`config.mk`:
```
export PLATFORM = sky130hd
export DESIGN_NAME = dram_refresh_sched
export DESIGN_NICKNAME = d
export VERILOG_FILES = /design/src/rtl/dram_rfsh_pkg.sv /design/src/rtl/rfsh_init_seq.sv /design/src/rtl/rfsh_interval_timer.sv /design/src/rtl/rfsh_debt_ctr.sv /design/src/rtl/dram_refresh_sched.sv
export SDC_FILE = /design/constraint.sdc
export NUM_CORES = 1
export LEC_CHECK = 0
export BUFFER_PORTS_ARGS = -buffer_cell sky130_fd_sc_hd__clkbuf_2
export CORE_ASPECT_RATIO = 0.7
export CORE_UTILIZATION = 50
export CTS_CLUSTER_SIZE = 16
export DETAILED_ROUTE_END_ITERATION = 8
export PLACE_DENSITY_LB_ADDON = 0.3
export SETUP_SLACK_MARGIN = 0.4
export SYNTH_ARGS = -nofsm -noshare
export SYNTH_HDL_FRONTEND = slang
export SYNTH_SLANG_ARGS = --single-unit
```
`constraint.sdc`:
```
create_clock -name clk -period 8.12 [get_ports clk]
set_input_delay 2.03 -clock clk [delete_from_list [all_inputs] [get_ports clk]]
set_output_delay 2.03 -clock clk [all_outputs]
set_load 0.02 [all_outputs]
```
`src/rtl/dram_rfsh_pkg.sv`:
```
package dram_rfsh_pkg;

    typedef enum logic [1:0] {
        PH_PAUSE = 2'd0,
        PH_INIT  = 2'd1,
        PH_RUN   = 2'd2
    } rfsh_phase_e;

    typedef struct packed {
        logic owed;
        logic dropped;
    } debt_flags_t;

    function automatic int unsigned cyc_ceil(longint unsigned num, longint unsigned den);
        longint unsigned q;
        q = (num + den - 64'd1) / den;
        return q[31:0];
    endfunction

    function automatic int unsigned cyc_floor(longint unsigned num, longint unsigned den);
        longint unsigned q;
        q = num / den;
        return q[31:0];
    endfunction

    function automatic int unsigned umax(int unsigned a, int unsigned b);
        return (a > b) ? a : b;
    endfunction

endpackage

```
`src/rtl/rfsh_init_seq.sv`:
```
module rfsh_init_seq
    import dram_rfsh_pkg::*;
#(
    parameter int unsigned PAUSE_CYC      = 20000,
    parameter int unsigned INIT_REFRESHES = 8
) (
    input  logic        clk,
    input  logic        rst,
    input  logic        refresh_ack,
    output rfsh_phase_e phase
);
    localparam int unsigned PW = $clog2(PAUSE_CYC + 1);
    localparam int unsigned IW = $clog2(INIT_REFRESHES + 1);
    localparam logic [PW-1:0] P_LAST = PW'(PAUSE_CYC - 1);
    localparam logic [IW-1:0] I_LAST = IW'(INIT_REFRESHES - 1);

    logic [PW-1:0] pause_cnt;
    logic [IW-1:0] init_cnt;

    always_ff @(posedge clk) begin
        if (rst) begin
            phase     <= PH_PAUSE;
            pause_cnt <= '0;
            init_cnt  <= '0;
        end else begin
            case (phase)
                PH_PAUSE: begin
                    if (pause_cnt == P_LAST) phase <= PH_INIT;
                    else                     pause_cnt <= pause_cnt + PW'(1);
                end
                PH_INIT: begin
                    if (refresh_ack) begin
                        if (init_cnt == I_LAST) phase <= PH_RUN;
                        else                    init_cnt <= init_cnt + IW'(1);
                    end
                end
                default: phase <= PH_RUN;
            endcase
        end
    end

    AST_PAUSE_HOLDS: assert property (@(posedge clk) disable iff (rst)
        (phase == PH_PAUSE && pause_cnt != P_LAST) |=> phase == PH_PAUSE);
    AST_INIT_EXIT: assert property (@(posedge clk) disable iff (rst)
        (phase == PH_INIT && refresh_ack && init_cnt == I_LAST) |=> phase == PH_RUN);
    AST_RUN_STICKY: assert property (@(posedge clk) disable iff (rst)
        phase == PH_RUN |=> phase == PH_RUN);

endmodule

```
`src/rtl/rfsh_interval_timer.sv`:
```
module rfsh_interval_timer #(
    parameter int unsigned NORM_CYC = 1562,
    parameter int unsigned LP_CYC   = 12500,
    parameter int unsigned TW       = 14
) (
    input  logic clk,
    input  logic rst,
    input  logic en,
    input  logic lp_mode,
    output logic tick
);
    localparam logic [TW-1:0] LAST_N = TW'(NORM_CYC - 1);
    localparam logic [TW-1:0] LAST_L = TW'(LP_CYC - 1);

    logic [TW-1:0] cnt;
    logic [TW-1:0] last;

    generate
        if (NORM_CYC == LP_CYC) begin : g_single
            logic unused_mode;
            assign unused_mode = lp_mode;
            assign last = LAST_N;
        end else begin : g_dual
            assign last = lp_mode ? LAST_L : LAST_N;
        end
    endgenerate

    // >= so that a switch to the shorter period ends an overlong count at once
    assign tick = en && (cnt >= last);

    always_ff @(posedge clk) begin
        if (rst || !en) cnt <= '0;
        else if (tick)  cnt <= '0;
        else            cnt <= cnt + TW'(1);
    end

    AST_TICK_RESTART: assert property (@(posedge clk) disable iff (rst)
        tick |=> cnt == '0);
    AST_IDLE_CLEAR: assert property (@(posedge clk) disable iff (rst)
        !en |=> (cnt == '0 && !tick));

endmodule

```
`src/rtl/rfsh_debt_ctr.sv`:
```
module rfsh_debt_ctr
    import dram_rfsh_pkg::*;
#(
    parameter int unsigned DEBT_MAX = 8
) (
    input  logic        clk,
    input  logic        rst,
    input  logic        inc,
    input  logic        dec,
    output debt_flags_t flags
);
    localparam int unsigned DW = $clog2(DEBT_MAX + 1);
    localparam logic [DW-1:0] D_FULL = DW'(DEBT_MAX);

    logic [DW-1:0] debt;
    logic          lost;

    always_ff @(posedge clk) begin
        if (rst) begin
            debt <= '0;
            lost <= 1'b0;
        end else begin
            if (inc && !dec) begin
                if (debt == D_FULL) lost <= 1'b1;
                else                debt <= debt + DW'(1);
            end else if (dec && !inc && debt != '0) begin
                debt <= debt - DW'(1);
            end
        end
    end

    assign flags.owed    = (debt != '0);
    assign flags.dropped = lost;

    AST_DEBT_DOWN: assert property (@(posedge clk) disable iff (rst)
        (dec && !inc && debt != '0) |=> debt == $past(debt) - DW'(1));
    AST_DEBT_BOTH: assert property (@(posedge clk) disable iff (rst)
        (dec && inc) |=> $stable(debt));
    AST_NO_OVERFLOW: assert property (@(posedge clk) disable iff (rst)
        (debt == D_FULL && inc && !dec) |=> (debt == D_FULL && lost));
    AST_LOST_STICKY: assert property (@(posedge clk) disable iff (rst)
        lost |=> lost);

endmodule

```
`src/rtl/dram_refresh_sched.sv`:
```
module dram_refresh_sched
    import dram_rfsh_pkg::*;
#(
    parameter int unsigned CLK_HZ         = 100_000_000,
    parameter int unsigned PAUSE_US       = 200,
    parameter int unsigned INIT_REFRESHES = 8,
    parameter int unsigned ROWS           = 1024,
    parameter int unsigned PERIOD_NORM_MS = 16,
    parameter int unsigned PERIOD_LP_MS   = 128,
    parameter int unsigned DEBT_MAX       = 8
) (
    input  logic clk,
    input  logic rst,
    input  logic lp_mode,
    input  logic refresh_ack,
    output logic refresh_req,
    output logic init_done,
    output logic refresh_overflow
);
    localparam int unsigned PAUSE_CYC =
        cyc_ceil(64'(CLK_HZ) * 64'(PAUSE_US), 64'd1_000_000);
    localparam int unsigned NORM_CYC =
        cyc_floor(64'(CLK_HZ) * 64'(PERIOD_NORM_MS), 64'd1000 * 64'(ROWS));
    localparam int unsigned LP_CYC =
        cyc_floor(64'(CLK_HZ) * 64'(PERIOD_LP_MS), 64'd1000 * 64'(ROWS));
    localparam int unsigned TW = $clog2(umax(NORM_CYC, LP_CYC) + 1);

    rfsh_phase_e phase;
    logic        tick;
    logic        take;
    debt_flags_t dflags;

    rfsh_init_seq #(
        .PAUSE_CYC      (PAUSE_CYC),
        .INIT_REFRESHES (INIT_REFRESHES)
    ) u_init (
        .clk         (clk),
        .rst         (rst),
        .refresh_ack (refresh_ack),
        .phase       (phase)
    );

    rfsh_interval_timer #(
        .NORM_CYC (NORM_CYC),
        .LP_CYC   (LP_CYC),
        .TW       (TW)
    ) u_timer (
        .clk     (clk),
        .rst     (rst),
        .en      (phase == PH_RUN),
        .lp_mode (lp_mode),
        .tick    (tick)
    );

    assign take = refresh_ack && refresh_req && (phase == PH_RUN);

    rfsh_debt_ctr #(
        .DEBT_MAX (DEBT_MAX)
    ) u_debt (
        .clk   (clk),
        .rst   (rst),
        .inc   (tick),
        .dec   (take),
        .flags (dflags)
    );

    always_comb begin
        case (phase)
            PH_INIT: refresh_req = 1'b1;
            PH_RUN:  refresh_req = dflags.owed;
            default: refresh_req = 1'b0;
        endcase
    end

    assign init_done        = (phase == PH_RUN);
    assign refresh_overflow = dflags.dropped;

    AST_INIT_REQ_HELD: assert property (@(posedge clk) disable iff (rst)
        (phase == PH_INIT && !init_done) |=> (refresh_req || init_done));
    AST_ACK_IGNORED: assert property (@(posedge clk) disable iff (rst)
        (init_done && !refresh_req && refresh_ack && !tick) |=> !refresh_req);
    AST_TICK_RAISES: assert property (@(posedge clk) disable iff (rst)
        (tick && !take) |=> refresh_req);

endmodule

```
==> impl_summary.txt, run 1 <==
----------------------------------------------------
[Critical path]
  Reg-to-reg slack, setup ... 4260 ps
  Crit-path max FO ... 11
  CP required ... about 8300 ps
  Arrival time at the worst endpoint ... 5700 ps
  Kind of capture point of the worst setup path ... flop
  Startpoint types ... input pin
  Type of the setup path with the least slack ... input pin to flop

[Timing]
  Final Critical Period ... 5480 ps
  Worst-case hold slack ... 470 ps
  Least-Margin Pin Slew ... 823 ps
  Post-route clock skew ... approximately 15 ps
  Achievable Freq ... 182 MHz
  Setup-failing EPs final ... 0
  Worst slew margin ... 45.2%
  Total Negative Setup Slacks ... 0 ps
  Final hold viol count ... 0
  RSZ-0062 raised after global routing ... no
  Number of pins exceeding their max-slew limit in the final report ... 0
  Post-route clock period utilization ... 67.5%

[Clock network]
  Clock Root Buffer ... sky130_fd_sc_hd__clkbuf_8
  Total clock buffers created by CTS ... 5
  Count of instances resized after the clock tree is built ... 0
  Clock transition time at the flip-flop clock pins of the worst setup and hold paths ... 80 ps
  Number of clock sinks ... 40
  TritonCTS clock tree ... yes
  Longest Clk Path Bufs ... 2
  Skew-Pair Late Insertion Delay ... 290 ps
  Post-CTS Hold Fix Bufs ... 0
  Number of H-tree levels ... 2
  Post-CTS setup-driven buffer insertion count ... 0

[GRT]
  Pin count of the biggest net entering global routing ... 38
  Sum of overflow across all layers after global routing ... 0
  Combined global-route utilization of all metal layers ... 18.9%
  Number of global-route vias before repair ... 1517
  Initial antenna violation count ... 0
  First-pass GRT wire length ... 6900 um

[Synthesis]
  Yosys Warn Count ... 0
  Post-synth EDFFs ... 0
  Synth async-reset ratio ... 0%
  Synth cell types ... 44
  Avg Cell Area, Syn ... 8.60 um^2
  Post-synthesis cell area ... 2240 um^2
  Portion of the post-synthesis area used by sequential elements ... 35.8%
  Syn nets ... 281
  Number of synthesized register bits ... 40
  Number of standard cells after synthesis ... 260
  Ys flop type ... sky130_fd_sc_hd__dfxtp_1

[Final layout]
  P&R area growth vs syn ... 5.76%
  Filler cell count in the final layout ... between 300 and 400
  Fraction of final layout cells sized beyond drive strength 1 ... 5.30%
  Commonest cells after routing, fill and taps aside ... 40 x sky130_fd_sc_hd__dfxtp_1, 39 x sky130_fd_sc_hd__nor2_1, 19 x sky130_fd_sc_hd__nand2_1
  Nets ... 285
  Final instance area ... 2370 um^2
  Most common cell after layout, fill and taps aside ... sky130_fd_sc_hd__dfxtp_1
  Antenna cell count ... 0

[Route]
  Number of vias per cell ... approximately 5.4
  Routed vias ... 1719
  First drt pass iteration count ... 4
  First-iteration detailed-routing DRC count ... 87
  Number of routed nets with antenna violations ... 0
  Remaining routing DRC violations ... 0
  Total wire length ... 4100 um
  Average detailed-routed wire length per instance ... 13.0 um

[Placement]
  Placed cell area ... between 2000 and 2500 um^2
  Number of buffer cells added on primary ports ... 6
  GPL Wtd Cong ... ~0.82
  DP Wirelength ... between 2000 and 3000 um

[Run status]
  Run status ... finished, final reports clean

[Die]
  Initial Util ... 54.7%
  Die Width ... 82.0 um
  DIE AREA ... 4750 um^2
  Core footprint ... 4090 um^2
  Vert. Die Dim ... about 58 um
  Ports placed on the boundary ... 7
  Number of core rows ... 19

[Pwr]
  Largest voltage drop on the vdd net ... 0.100 mV
  Overall power consumption ... between 0.0003 and 0.0004 W
  Total power per unit cell area ... 162 nW/um^2
  P_leak ... 0.848 nW

[Min path]
  Worst hold path class ... flop to flop

[Flow run]
  Max-cap check violation count ... 0

----------------------------------------------------
critical path, cell delays in order:
cell	delay (ps)
sky130_fd_sc_hd__clkbuf_2	120
sky130_fd_sc_hd__inv_1	110
sky130_fd_sc_hd__ha_1	320
sky130_fd_sc_hd__nand4b_1	120
sky130_fd_sc_hd__or4_1	480
sky130_fd_sc_hd__a21oi_1	680
sky130_fd_sc_hd__o221ai_1	340
sky130_fd_sc_hd__ha_1	350
sky130_fd_sc_hd__a21o_1	190
sky130_fd_sc_hd__a21o_1	180
sky130_fd_sc_hd__or4_1	400
sky130_fd_sc_hd__a211o_1	300
sky130_fd_sc_hd__o211ai_1	80
Yosys cell counts (3+ instances only):
library cell / number / area share, %
sky130_fd_sc_hd__and3_1: 4 / 1.1
sky130_fd_sc_hd__nand4b_1: 3 / 1.2
sky130_fd_sc_hd__nor2b_1: 4 / 1.1
sky130_fd_sc_hd__clkbuf_1: 5 / 0.84
sky130_fd_sc_hd__or3_1: 6 / 1.7
sky130_fd_sc_hd__nor3_1: 5 / 1.1
sky130_fd_sc_hd__a211o_1: 5 / 2.0
sky130_fd_sc_hd__xnor2_1: 14 / 5.5
sky130_fd_sc_hd__xor2_1: 15 / 5.9
sky130_fd_sc_hd__nand3_1: 9 / 2.0
sky130_fd_sc_hd__o21ai_0: 10 / 2.2
sky130_fd_sc_hd__nand2_1: 19 / 3.2
sky130_fd_sc_hd__nand4_1: 8 / 2.2
sky130_fd_sc_hd__inv_1: 8 / 1.3
sky130_fd_sc_hd__nand3b_1: 3 / 1.0
sky130_fd_sc_hd__dfxtp_1: 40 / 36
sky130_fd_sc_hd__a21oi_1: 7 / 1.6
sky130_fd_sc_hd__ha_1: 16 / 8.9
sky130_fd_sc_hd__nor2_1: 39 / 6.5
sky130_fd_sc_hd__o211ai_1: 5 / 1.7
sky130_fd_sc_hd__and4_1: 4 / 1.6
layer usage:
layer  GRT usage [%]  vias up  part of all wire, %
met2            25.4       26                   38
li1                -      926                    -
met1            29.4      765                   58
met5               0        -                    0
met3            4.72        2                  3.3
met4            5.26        0                 0.61
kinds of logic (layout without fill, tap and decap cells):
group	count (synthesis)	in the layout	synth area share [%]
AND/OR/NAND/NOR	117	117	27.2
multiplexers	2	2	0.895
adder cells (fa/ha/maj)	17	17	9.84
flip-flops	40	40	35.8
buffers and inverters	17	21	3.30
AO/OA/AOI/OAI	38	38	11.6
XOR/XNOR	29	29	11.4
state kept, by name (all words and copies together), names as in the netlist:
signal            cells
u_init.phase          2
u_debt.lost           1
u_debt.debt           4
u_init.pause_cnt     15
u_init.init_cnt       4
u_timer.cnt          14
final timing paths:
check	start	to	cells past startpoint
worst max-delay path	lp_mode	u_debt.debt[3]	13
worst min-delay path	u_debt.lost	u_debt.lost	2
worst max register to register	u_timer.cnt[9]	u_debt.debt[3]	11
worst min register to register	u_debt.lost	u_debt.lost	2
final cells by class:
class,instances,area (um^2),share of cell area [%]
inverter,8,30.0,1.27
tap,52,65.1,2.75
multi-input combinational,203,1360,57.6
clock buffer,6,72.6,3.07
timing repair buffer,6,30.0,1.27
clock inverter,1,5.00,0.212
sequential,40,801,33.8
where the power goes:
group	total (W)	switching, W	internal (W)	leakage (nW)
Combinational	0.0000458	0.0000266	0.0000192	0.484
Clock	0.000125	0.0000666	0.0000585	0.0410
Sequential	0.000211	0.00000770	0.000204	0.323
Total	0.000382	0.000101	0.000281	0.848
stage by stage:
stage          utilization [%]  std cells  setup WS, ps
2_1_floorplan                -        260          3090
5_1_grt                   57.9        316          2390
3_3_place_gp              56.0        309          2510
6_report                  57.9        316          2640
3_5_place_dp              56.0        309          2390
4_1_cts                   57.9        316          2670
No activity file was read; power rests on OpenSTA's default activity.
==> run 2: changes to the inputs <==
--- a/config.mk
+++ b/config.mk
@@ -5,6 +5,7 @@
 export SDC_FILE = /design/constraint.sdc
 export NUM_CORES = 1
 export LEC_CHECK = 0
+export ABC_AREA = 1
 export BUFFER_PORTS_ARGS = -buffer_cell sky130_fd_sc_hd__clkbuf_2
 export CORE_ASPECT_RATIO = 0.7
 export CORE_UTILIZATION = 50
==> constraint.sdc (replaced) <==
create_clock -name clk -period 4.5 [get_ports clk]
set_input_delay 1.125 -clock clk [delete_from_list [all_inputs] [get_ports clk]]
set_output_delay 1.125 -clock clk [all_outputs]
set_load 0.02 [all_outputs]
==> impl_summary.txt, run 2 <==
----------------------------------------------------
[Timing]
  Final Critical Period ... 3310 ps
  Worst-case hold slack ... 452 ps
  Achievable Freq ... 303 MHz
  Number of pins exceeding their max-slew limit in the final report ... 0
  Worst slew margin ... 56.9%
  Post-route clock skew ... 7.02 ps
  Setup-failing EPs final ... 0
  Total Negative Setup Slacks ... 0 ps
  RSZ-0062 raised after global routing ... no
  Final hold viol count ... 0
  Least-Margin Pin Slew ... 645 ps
  Post-route clock period utilization ... between 70% and 80%

[Final layout]
  P&R area growth vs syn ... 8.86%
  Max reg flops ... 15
  Most common cell after layout, fill and taps aside ... sky130_fd_sc_hd__nand2_1
  Antenna cell count ... 0
  Fraction of final layout cells sized beyond drive strength 1 ... 7.53%
  Nets ... 352
  Largest registers ... u_init.pause_cnt: 15 flops, u_timer.cnt: 14 flops
  Commonest cells after routing, fill and taps aside ... 69 x sky130_fd_sc_hd__nand2_1, 46 x sky130_fd_sc_hd__nor2_1, 41 x sky130_fd_sc_hd__inv_1
  Register with the most flip-flops ... u_init.pause_cnt

[Pwr]
  Internal Power ... ~0.00063 W
  Total power per unit cell area ... 377 nW/um^2
  Seq pwr share ... 42.4%
  P_leak ... 0.981 nW
  Psw ... 0.000307 W
  Largest voltage drop on the vdd net ... ~0.27 mV
  Comb pwr share ... 23.2%
  Proportion of total power due to net switching ... 32.7%
  Clock share of power ... 34.4%

[Critical path]
  Most repeated library cell on the critical path ... sky130_fd_sc_hd__nand2_1
  Sequence of cells on the critical path ... clkbuf_2, inv_1, ha_1, nand2_1, inv_1, nand2_1, nor2_1, nand2_1, nand2_1, nand3_1, ha_1, nand2_1, nand2_1, a31oi_1, nand4_1, nand2_1, nor2_1, nor2_1, nor2_1
  Type of the setup path with the least slack ... input pin to flop
  Slowest stage cell, crit path ... sky130_fd_sc_hd__ha_1
  Kind of capture point of the worst setup path ... flop
  Crit-path max FO ... 5
  Arrival time at the worst endpoint ... 3490 ps
  CP max stage delay ... 390 ps
  Buffers & Inverters on Critical Path ... 3
  Cell type group with the largest total delay on the critical path ... simple AND/OR/NAND/NOR gates
  CP required ... 4690 ps
  Startpoint types ... input pin

[Synthesis]
  Avg Cell Area, Syn ... 7.08 um^2
  Cell type contributing the most total cell area after synthesis ... sky130_fd_sc_hd__dfxtp_1
  Number of synthesized register bits ... 40
  Synth async-reset ratio ... 0%
  XOR/XNOR share of the synthesized area ... 5.74%
  Synth cell types ... 27
  Number of standard cells after synthesis ... 323
  Top post-synthesis cells by area ... sky130_fd_sc_hd__dfxtp_1 35%, sky130_fd_sc_hd__nand2_1 11%, sky130_fd_sc_hd__ha_1 8.7%
  Post-synthesis cell area ... 2290 um^2
  Adder and majority gate portion of the synthesized area ... 9.62%
  Yosys Warn Count ... 0
  Most repeated cell in the gate-level netlist after synthesis ... sky130_fd_sc_hd__nand2_1
  Syn nets ... 344
  Largest family of logic cells by synthesized area ... simple AND/OR/NAND/NOR gates
  Post-Synth Simple-Gate Area ... between 30% and 40%
  Multiplexer share of the synthesized area ... 0%
  Post-synth EDFFs ... 0
  Ys flop type ... sky130_fd_sc_hd__dfxtp_1
  Post-synth top area share ... about a third
  Leading cell types by count after synthesis ... 69 x sky130_fd_sc_hd__nand2_1, 46 x sky130_fd_sc_hd__nor2_1, 41 x sky130_fd_sc_hd__inv_1
  Portion of the post-synthesis area used by sequential elements ... 35.0%
  Compound-Gate Fraction of Synth Area ... 9.51%

[Placement]
  Number of buffer cells added on primary ports ... 6
  DP Wirelength ... 3280 um
  GPL Wtd Cong ... 0.882

[Route]
  Number of routed nets with antenna violations ... 0
  Remaining routing DRC violations ... 0
  Total wire length ... 4470 um
  First-iteration detailed-routing DRC count ... 135
  Average detailed-routed wire length per instance ... 11.6 um
  Routed vias ... ~2000
  First drt pass iteration count ... 4
  Number of vias per cell ... 5.17

[Clock network]
  Post-CTS setup-driven buffer insertion count ... 0
  Clock Root Buffer ... sky130_fd_sc_hd__clkbuf_8
  Number of H-tree levels ... 2
  Skew-Pair Late Insertion Delay ... 290 ps
  Clock transition time at the flip-flop clock pins of the worst setup and hold paths ... approximately 80 ps
  Number of clock sinks ... 40
  TritonCTS clock tree ... yes
  Total clock buffers created by CTS ... 5
  Post-CTS Hold Fix Bufs ... 0
  Count of instances resized after the clock tree is built ... 0
  Longest Clk Path Bufs ... 2

[GRT]
  Number of global-route vias before repair ... 1783
  First-pass GRT wire length ... around 8100 um
  Sum of overflow across all layers after global routing ... 0
  Initial antenna violation count ... 0
  Combined global-route utilization of all metal layers ... between 20 and 25%
  Pin count of the biggest net entering global routing ... 16

[Die]
  Initial Util ... 52.6%
  Core footprint ... 4350 um^2
  Number of core rows ... 20
  Ports placed on the boundary ... 7
  Die Width ... 82.9 um
  DIE AREA ... 4860 um^2
  Vert. Die Dim ... between 50 and 60 um

[Flow run]
  Max-cap check violation count ... 0

[Min path]
  Worst hold path class ... flop to flop

[Run status]
  Run status ... finished, final reports clean

----------------------------------------------------
-- run 2: final timing paths --
path	from	endpoint	slack (ps)	cells past startpoint
worst max-delay path	lp_mode	u_debt.debt[3]	1190	19
worst min-delay path	u_init.init_cnt[3]	u_init.init_cnt[3]	450	1
worst max register to register	u_timer.cnt[7]	u_debt.debt[3]	1870	17
worst min register to register	u_init.init_cnt[3]	u_init.init_cnt[3]	450	1
-- run 2: cell type report --
type                       instances  area, um^2
clock buffer                       7        96.3
clock inverter                     1        30.0
fill                             434        1860
inverter                          41         154
multi-input combinational        237        1310
sequential                        40         801
tap                               55        68.8
timing repair buffer               6        30.0
-- run 2: metrics by stage --
stage | power (W) | utilization (%) | std cells | instance area, um^2 | setup slack, ps
after floorplan | 0.000573 | - | 323 | 2290 | 1330
after global placement | 0.000613 | 54.3 | 379 | 2360 | 1030
after detailed placement | 0.000616 | 54.3 | 379 | 2360 | 934
after CTS | 0.000942 | 57.2 | 387 | 2490 | 1210
after global routing | 0.000990 | 57.2 | 387 | 2490 | 847
final | 0.000938 | 57.2 | 387 | 2490 | 1190
-- run 2: logic make-up (layout without fill, tap and decap cells) --
family,count (synthesis),count (layout)
buffers and inverters,46,55
DFF,40,40
adders and majority gates,17,17
xor gates and xnor gates,15,15
AOI/OAI and AO/OA,42,42
and+or+nand+nor,163,163
-- run 2: power groups by stage --
stage	sequential [W]	combinational, W	clock (W)
after global placement	0.000406	0.000208	0
after detailed placement	0.000406	0.000210	0
after global routing	0.000403	0.000247	0.000340
final	0.000398	0.000217	0.000322
after CTS	0.000398	0.000215	0.000330
after floorplan	0.000402	0.000171	0
-- run 2: routing by layer --
layer	wire length (um)	global-route usage (%)
met5	0	0
met4	0	5.17
met3	212	4.77
met2	1830	30.6
met1	2430	29.9
==> run 3: changes to the inputs <==
==> constraint.sdc (replaced) <==
create_clock -name clk -period 3.2 [get_ports clk]
set_input_delay 0.8 -clock clk [delete_from_list [all_inputs] [get_ports clk]]
set_output_delay 0.8 -clock clk [all_outputs]
set_load 0.02 [all_outputs]
==> impl_summary.txt, run 3 (synthesis results as in run 2) <==
----------------------------------------------------
[Route]
  Routed vias ... 2008
  Detailed-routed wire length on met2 ... 1860 um
  Total wire length ... 4580 um
  First-iteration detailed-routing DRC count ... 133
  Highest metal layer used by the detailed router ... met4
  Met1 routed wirelength after detailed routing ... 2480 um
  Number of routed nets with antenna violations ... 0
  First drt pass iteration count ... 4
  Number of vias per cell ... between 5 and 6
  Average detailed-routed wire length per instance ... around 12 um
  Met3 routed WL ... 170 um
  Remaining routing DRC violations ... 0

[Pwr]
  Internal Power ... 0.000792 W
  P_leak ... a little under 1 nW
  Psw ... 0.000437 W
  Largest voltage drop on the vdd net ... 0.281 mV
  Total power per unit cell area ... 481 nW/um^2
  Clock share of power ... 29.3%
  Seq pwr share ... a little under half
  Overall power consumption ... 0.00123 W
  Proportion of total power due to net switching ... 35.5%
  Comb pwr share ... around 25%

[Final layout]
  P&R area growth vs syn ... 11.7%
  Fraction of final layout cells sized beyond drive strength 1 ... 11.3%
  Antenna cell count ... 0
  Max reg flops ... 15
  Register with the most flip-flops ... u_init.pause_cnt
  Nets ... 355
  Multi-input logic area ... 1380 um^2
  Most common cell after layout, fill and taps aside ... sky130_fd_sc_hd__nand2_1
  Filler cell count in the final layout ... between 400 and 500
  Seq. cell area ... 801 um^2
  Largest registers ... u_init.pause_cnt: 15 flops, u_timer.cnt: 14 flops
  Post-Layout Cell Count ... 390
  Commonest cells after routing, fill and taps aside ... 67 x sky130_fd_sc_hd__nand2_1, 44 x sky130_fd_sc_hd__nor2_1, 40 x sky130_fd_sc_hd__inv_1, 40 x sky130_fd_sc_hd__dfxtp_1, 25 x sky130_fd_sc_hd__a21oi_1

[Timing]
  Achievable Freq ... 379 MHz
  Worst slew margin ... 69.0%
  Post-route clock skew ... 5.52 ps
  RSZ-0062 raised after global routing ... no
  Post-route clock period utilization ... just over 80%
  Final hold viol count ... 0
  Least-Margin Pin Slew ... 464 ps
  Final Critical Period ... 2640 ps
  Number of pins exceeding their max-slew limit in the final report ... 0
  Setup-failing EPs final ... 0
  Total Negative Setup Slacks ... 0 ps

[Die]
  Number of core rows ... 20
  Ports placed on the boundary ... 7
  Vert. Die Dim ... between 50 and 60 um
  Die Width ... between 80 and 90 um
  Initial Util ... 52.6%
  DIE AREA ... between 4000 and 5000 um^2
  Core footprint ... 4350 um^2

[Clock network]
  Number of H-tree levels ... 2
  Skew-Pair Late Insertion Delay ... 300 ps
  Total clock buffers created by CTS ... 5
  Number of clock sinks ... 40
  Clock Root Buffer ... sky130_fd_sc_hd__clkbuf_8
  Longest Clk Path Bufs ... 2
  Post-CTS Hold Fix Bufs ... 0
  Clock transition time at the flip-flop clock pins of the worst setup and hold paths ... 80 ps
  TritonCTS clock tree ... yes

[Min path]
  Worst hold path class ... flop to flop

[Critical path]
  Sequence of cells on the critical path ... clkbuf_4, inv_4, ha_1, nand2_1, inv_1, nand3_1, nor2_1, nor2_2, nand2_2, nand3_4, ha_4, nand2_1, nand2_1, a31oi_2, nand4_1, nand2_1, nor2_1, nor2_1, nor2_1
  Slowest stage cell, crit path ... sky130_fd_sc_hd__ha_1
  Arrival time at the worst endpoint ... 2840 ps
  Crit-path max FO ... 5
  CP max stage delay ... 280 ps
  Type of the setup path with the least slack ... input pin to flop
  Startpoint types ... input pin
  Kind of capture point of the worst setup path ... flop
  CP required ... 3400 ps

[Placement]
  Cells after DPL ... 380
  GPL Wtd Cong ... around 0.85
  Number of buffer cells added on primary ports ... 6
  DP Wirelength ... about 3300 um

[Flow run]
  Max-cap check violation count ... 0

[Run status]
  Run status ... finished, final reports clean

[GRT]
  Sum of overflow across all layers after global routing ... 0
  First-pass GRT wire length ... 7670 um
  Number of global-route vias before repair ... 1730
  Initial antenna violation count ... 0
  Combined global-route utilization of all metal layers ... 19.8%
  Pin count of the biggest net entering global routing ... 16

----------------------------------------------------
## run 3: routing by layer
| layer | track usage (%) | vias to the layer above |
|---|---|---|
| met5 | 0 | - |
| met4 | 8.13 | 0 |
| met3 | 4.63 | 7 |
| met2 | 29.5 | 33 |
| met1 | 27.9 | 899 |
| li1 | - | 1069 |
## run 3: worst max-delay path: cells and delay by family
family	cells	cell delay (ps)
and+or+nand+nor	13	1070
adders and majority gates	2	530
buffers and inverters	3	290
AOI/OAI and AO/OA	1	170
## run 3: timing repair
action / 4_1_cts / 5_1_grt
gates resized for setup: 1 / 12
pin swaps: 0 / 5
setup endpoints to repair: 1 / 1
setup buffers: 0 / 2
## run 3: final cells by class
cell class,count,share of cell area [%]
clock buffers,6,3.23
flip-flops and latches,40,31.3
clock inverters,2,0.587
inverters,41,6.12
multi-input cells,237,53.9
well taps,55,2.69
repair buffers,9,2.15
## run 3: power groups by stage
| stage | Sequential, W | Combinational [W] | Clock (W) |
|---|---|---|---|
| after global routing | 0.000564 | 0.000349 | 0.000394 |
| after CTS | 0.000559 | 0.000307 | 0.000368 |
| after floorplan | 0.000565 | 0.000241 | 0 |
| final | 0.000559 | 0.000309 | 0.000360 |
| after global placement | 0.000571 | 0.000295 | 0 |
| after detailed placement | 0.000571 | 0.000304 | 0 |
## run 3: worst paths after layout
| kind | slack (ps) | cells after the start | startpoint | end |
|---|---|---|---|---|
| worst min-delay path | 450 | 1 | u_init.init_cnt[3] | u_init.init_cnt[3] |
| worst min register to register | 450 | 1 | u_init.init_cnt[3] | u_init.init_cnt[3] |
| worst max-delay path | 560 | 19 | lp_mode | u_debt.debt[3] |
| worst max register to register | 830 | 17 | u_timer.cnt[7] | u_debt.debt[3] |
## run 3: through the flow
stage               utilization [%]  cell area (um^2)  hold WS (ps)  worst slack [ps]
floorplan                         -              2300           423               405
global route                   58.7              2560           499               389
global placement               54.8              2380           437               121
finish                         58.7              2560           452               559
detailed placement             54.8              2380           443              20.1
CTS                            57.1              2490           455               421
